## config.mk

```make
export PLATFORM = sky130hd
export DESIGN_NAME = pixel_clk_div
export DESIGN_NICKNAME = d
export VERILOG_FILES = /design/src/rtl/pixdiv_pkg.sv /design/src/rtl/pixdiv_cfg_decode.sv /design/src/rtl/pixdiv_phase_ctr.sv /design/src/rtl/pixdiv_clk_out.sv /design/src/rtl/pixel_clk_div.sv
export SDC_FILE = /design/constraint.sdc
export NUM_CORES = 1
export LEC_CHECK = 0
export BUFFER_PORTS_ARGS = -buffer_cell sky130_fd_sc_hd__clkbuf_2
export CORE_ASPECT_RATIO = 1.2
export CORE_MARGIN = 5
export CORE_UTILIZATION = 30
export CTS_CLUSTER_DIAMETER = 120
export DETAILED_ROUTE_END_ITERATION = 8
export PLACE_DENSITY = 0.51
export SLEW_MARGIN = 10
export SYNTH_ARGS = -nofsm -noshare
export SYNTH_HDL_FRONTEND = slang
export SYNTH_HIERARCHICAL = 1
export SYNTH_SLANG_ARGS = --single-unit
```

## constraint.sdc

```tcl
create_clock -name ref_clk -period 3.7 [get_ports ref_clk]
set_clock_uncertainty 0.15 [all_clocks]
set_input_delay 0.74 -clock ref_clk [delete_from_list [all_inputs] [get_ports ref_clk]]
set_output_delay 0.74 -clock ref_clk [all_outputs]
set_load 0.01 [all_outputs]
```

## src/rtl/pixdiv_pkg.sv

```systemverilog
package pixdiv_pkg;

  // Ratio produced by a joined divide code in the divided mode.
  function automatic int unsigned ratio_of(input int unsigned code);
    return code + 32'd2;
  endfunction

  // Number of high reference cycles for a given ratio.
  function automatic int unsigned high_len(input int unsigned ratio);
    return ratio >> 1;
  endfunction

endpackage

```

## src/rtl/pixdiv_cfg_decode.sv

```systemverilog
module pixdiv_cfg_decode #(
  parameter int LO_W = 5,
  parameter int HI_W = 5,
  localparam int CODE_W = LO_W + HI_W,
  localparam int RATIO_W = CODE_W + 1
) (
  input  logic               bypass_en,
  input  logic [LO_W-1:0]    div_lo,
  input  logic [HI_W-1:0]    div_hi,
  output logic               req_byp,
  output logic [RATIO_W-1:0] req_ratio
);
  import pixdiv_pkg::*;

  logic [CODE_W-1:0] code;

  // High field forms the upper bits of the joined code.
  assign code      = {div_hi, div_lo};
  assign req_ratio = RATIO_W'(ratio_of(32'(code)));
  assign req_byp   = bypass_en;

  always_comb begin
    if (!req_byp) begin
      a_r2_ratio_floor: assert (req_ratio >= RATIO_W'(2))
        else $error("requested ratio below 2");
    end
  end

endmodule

```

## src/rtl/pixdiv_phase_ctr.sv

```systemverilog
module pixdiv_phase_ctr #(
  parameter int RATIO_W = 11
) (
  input  logic               ref_clk,
  input  logic               rst_n,
  input  logic               req_byp,
  input  logic [RATIO_W-1:0] req_ratio,
  output logic               act_byp,
  output logic               pix_q,
  output logic               pix_ce
);
  import pixdiv_pkg::*;

  logic               started;
  logic [RATIO_W-1:0] act_ratio;
  logic [RATIO_W-1:0] cnt;
  logic [RATIO_W-1:0] cnt_inc;
  logic [RATIO_W-1:0] act_high;
  logic               period_end;
  logic               period_start;

  assign cnt_inc      = cnt + RATIO_W'(1);
  assign act_high     = RATIO_W'(high_len(32'(act_ratio)));
  assign period_end   = (cnt == act_ratio - RATIO_W'(1));
  assign period_start = !started || act_byp || period_end;

  always_ff @(posedge ref_clk or negedge rst_n) begin
    if (!rst_n) begin
      started   <= 1'b0;
      act_byp   <= 1'b0;
      act_ratio <= RATIO_W'(2);
      cnt       <= '0;
      pix_q     <= 1'b0;
      pix_ce    <= 1'b0;
    end else if (period_start) begin
      started   <= 1'b1;
      act_byp   <= req_byp;
      act_ratio <= req_ratio;
      cnt       <= '0;
      pix_q     <= !req_byp;
      pix_ce    <= 1'b1;
    end else begin
      cnt       <= cnt_inc;
      pix_q     <= (cnt_inc < act_high);
      pix_ce    <= 1'b0;
    end
  end

  // the phase counter never leaves the active period
  a_r3_cnt_in_period: assert property (@(posedge ref_clk) disable iff (!rst_n)
    cnt < act_ratio);

  // the divided clock rises only together with the enable
  a_r4_rise_has_ce: assert property (@(posedge ref_clk) disable iff (!rst_n)
    $rose(pix_q) |-> pix_ce);

  // enable in divided mode sits in a high cycle
  a_r4_ce_in_high: assert property (@(posedge ref_clk) disable iff (!rst_n)
    (pix_ce && !act_byp) |-> pix_q);

  // ratio is held for the whole period once counting has moved on
  a_r6_ratio_held: assert property (@(posedge ref_clk) disable iff (!rst_n)
    (cnt != '0) |-> $stable(act_ratio));

  // pass-through fires the enable every cycle and parks the divided phase
  a_r5_pass_ce: assert property (@(posedge ref_clk) disable iff (!rst_n)
    act_byp |-> (pix_ce && !pix_q));

  // divided mode always runs with a ratio of at least two
  a_r2_min_ratio: assert property (@(posedge ref_clk) disable iff (!rst_n)
    !act_byp |-> (act_ratio >= RATIO_W'(2)));

endmodule

```

## src/rtl/pixdiv_clk_out.sv

```systemverilog
module pixdiv_clk_out (
  input  logic ref_clk,
  input  logic act_byp,
  input  logic pix_q,
  output logic pix_clk
);

  assign pix_clk = act_byp ? ref_clk : pix_q;

endmodule

```

## src/rtl/pixel_clk_div.sv

```systemverilog
module pixel_clk_div #(
  parameter int LO_W = 5,
  parameter int HI_W = 5,
  localparam int CODE_W = LO_W + HI_W,
  localparam int RATIO_W = CODE_W + 1
) (
  input  logic            ref_clk,
  input  logic            rst_n,
  input  logic            bypass_en,
  input  logic [LO_W-1:0] div_lo,
  input  logic [HI_W-1:0] div_hi,
  output logic            pix_clk,
  output logic            pix_ce
);

  logic               req_byp;
  logic [RATIO_W-1:0] req_ratio;
  logic               act_byp;
  logic               pix_q;

  pixdiv_cfg_decode #(.LO_W(LO_W), .HI_W(HI_W)) u_decode (
    .bypass_en (bypass_en),
    .div_lo    (div_lo),
    .div_hi    (div_hi),
    .req_byp   (req_byp),
    .req_ratio (req_ratio)
  );

  pixdiv_phase_ctr #(.RATIO_W(RATIO_W)) u_phase (
    .ref_clk   (ref_clk),
    .rst_n     (rst_n),
    .req_byp   (req_byp),
    .req_ratio (req_ratio),
    .act_byp   (act_byp),
    .pix_q     (pix_q),
    .pix_ce    (pix_ce)
  );

  pixdiv_clk_out u_out (
    .ref_clk (ref_clk),
    .act_byp (act_byp),
    .pix_q   (pix_q),
    .pix_clk (pix_clk)
  );

  // reset holds both outputs low
  always_comb begin
    if (!rst_n) begin
      a_r1_reset_quiet: assert (!pix_q && !pix_ce && !act_byp)
        else $error("outputs active in reset");
    end
  end

endmodule

```

==> results.cfg <==
[setup_path]
timing_worst_setup_path_type = clock port to primary output
endpoint_kind = primary output
path_max_fanout = 2
critical_path_arrival_ns = 2.44
required_ns = 2.81
start_kind = clock port

[die]
die_h_um = 96.6
pin_count = 15
fp.dieW_um = 82.2
core_area_um2 = 6050
rows = 31
initial_utilization = 0.310
die-area_um2 = 7940

[power]
p_sw_uw = 202
p_sw_frac = 0.271
vdd_drop_max_mv = 0.140
leakagePower_uw = 0.000985
power_frac_comb = 0.178
p_clk_frac = 0.377
seqPwrFrac = 0.445
cellInternalPower_uw = 543
powerDensity_nw_per_um2 = 357

[sta]
worstMarginPinSlew_ns = 0.653
rsz0062_at_grt = false
setup_violations = 0
setup_tns_ns = 0
finalHoldViolCount = 0
slew_violations = 0
slew_headroom = 0.565

[cells_and_area]
final_common_cell = dfrtp_1
final_cell_mix = 25 x dfrtp_1, 18 x xnor2_1, 14 x clkbuf_2, 14 x inv_1
fin_area_um2 = 2090
antenna_cells = 0
nFillCells = 647
drive_above_1_share = 0.208
area_delta_synth_final_pct = 11.4
final_nets = 228
final_util = 0.345

[route]
ant_nets = 0
drt_wl_total_um = 3840
first_iter_violations = 79
detail_route.wl_per_cell_um = 13.5
vias = 1342
routed_via_density = 4.73
route.detailed.drc = 0
dr.pass1.iters = 4

[place]
port_buffers = 14
placed_area_um2 = 1990
dp_hpwl_um = 3020
gp_congestion = 0.812

[logic_synthesis]
syn_area_um2 = 1880
yosys.area_share.simple = 0.195
synth_xor_area_frac = 0.140
yosysUniqueCellTypes = 46
synth_top_area_frac = 0.334
synth_area_leader_cell = dfrtp_1
synth_top_family_by_area = simple AND/OR/NAND/NOR gates
synth.top_cells.by_area = dfrtp_1 33%, xnor2_1 8.4%, ha_1 8.0%
synth-seq-cells = 26
syn-num-nets = 212
synthMuxAreaShare = 0.0914
ys_seq_area_frac = 0.348
synth_edf_count = 0
synthAdderAreaFrac = 0.0801
ys_warn_count = 6
postSynthAreaPerCell_um2 = 10.0
syn_inst = 187
synthArstFlopShare = 1.00
synth_ff_type = dfrtp_1
synth_compound_area_frac = 0.0787

[clock_tree]
clock_latency_ns = 0.38
clk_pin_slew_ns = 0.09
tritoncts = built
hold_buffers = 0
ctsResizeCount = 0
postCtsSetupBuffers = 0

[run_status]
status = completed

[grt]
grt_pass1_vias = 1450
grt_max_degree = 27
grt_remaining_overflow = 0
globalRouteTotalUtil = 0.116
grt_pass1_wl_um = 7040
antenna_found_initial = 0

[job]
maxCapViolations = 0

[hold_path]
hp-class = input pin to async pin
-- metrics by stage --
stage,std cells,total power (µW),hold slack [ns],setup slack [ns]
3_5_place_dp,277,485,0.408,0.605
2_1_floorplan,187,446,0.294,0.703
6_report,284,745,0.228,0.367
5_1_grt,284,802,0.280,0.330
4_1_cts,284,759,0.260,0.359
3_3_place_gp,277,484,0.408,0.605
-- cell type report --
type,instances,area (µm²),area share
Multi-Input combinational cell,139,1100,0.527
Sequential cell,26,652,0.312
Tap cell,82,103,0.0491
Clock buffer,8,101,0.0485
Timing Repair Buffer,15,80.1,0.0383
Inverter,14,52.6,0.0251
-- state kept, by name, summed over array words and instances (netlist names) --
signal and cells:
u_phase/act_byp 1, u_phase/cnt 11, u_phase/pix_ce 1, u_phase/act_ratio 11, u_phase/pix_q 1, u_phase/started 1
-- cells by family after synthesis --
family,count (synthesis)
AO/OA/AOI/OAI,18
XOR/XNOR,30
adder cells (fa/ha/maj),12
buffers and inverters,22
flip-flops,26
multiplexers,13
other,1
AND/OR/NAND/NOR,65
-- worst paths after layout --
check / cells after the start / from / slack, ns / end
worst min-delay path: 1 / rst_n / 0.23 / u_phase/act_ratio[0]$_DFFE_PN0P_
worst min register to register: 1 / u_phase/cnt[0]$_DFF_PN0_ / 0.42 / u_phase/cnt[0]$_DFF_PN0_
worst max-delay path: 4 / ref_clk / 0.37 / pix_clk
min in group ref_clk: 2 / bypass_en / 0.39 / u_phase/pix_q$_DFF_PN0_
max in group asynchronous: 1 / rst_n / 2.76 / u_phase/cnt[9]$_DFF_PN0_
worst max register to register: 9 / u_phase/act_ratio[0]$_DFFE_PN0P_ / 0.65 / u_phase/act_ratio[9]$_DFFE_PN0P_
-- per-layer routing --
| metal | up-vias | part of all wire | global-route usage |
|---|---|---|---|
| li1 | 670 | - | - |
| met1 | 644 | 0.46 | 0.148 |
| met2 | 18 | 0.49 | 0.172 |
| met3 | 10 | 0.014 | 0.0223 |
| met4 | 0 | 0.039 | 0.0793 |
| met5 | - | 0 | 0 |
-- power by group through the flow --
stage	combinational (µW)	sequential (µW)	clock [µW]
after floorplan	112	324	10.2
after global placement	134	337	14.0
after detailed placement	134	337	14.0
after CTS	135	331	293
after global routing	151	335	316
final	133	331	281
-- worst max-delay path, cell delays in order --
cell      delay [ns]
clkbuf_8        0.11
clkbuf_8        0.11
mux2_4          0.24
clkbuf_2        0.13
-- cells in the mapped netlist (2+ instances only) --
master and count:
clkbuf_1 2, nand2_1 9, o2111ai_1 3, inv_1 14
and3_1 4, ha_1 12, nor3_1 4, xnor2_1 18
nor3b_1 2, and2_1 10, a21o_1 3, buf_4 2
nor2b_1 5, buf_6 2, nand4_1 2, mux2_4 7
mux2_2 5, nand3_1 11, nor4_1 2, nor2_1 8
a221oi_1 2, dfrtp_1 25, xor2_1 12
No activity file was read; power rests on OpenSTA's default activity.
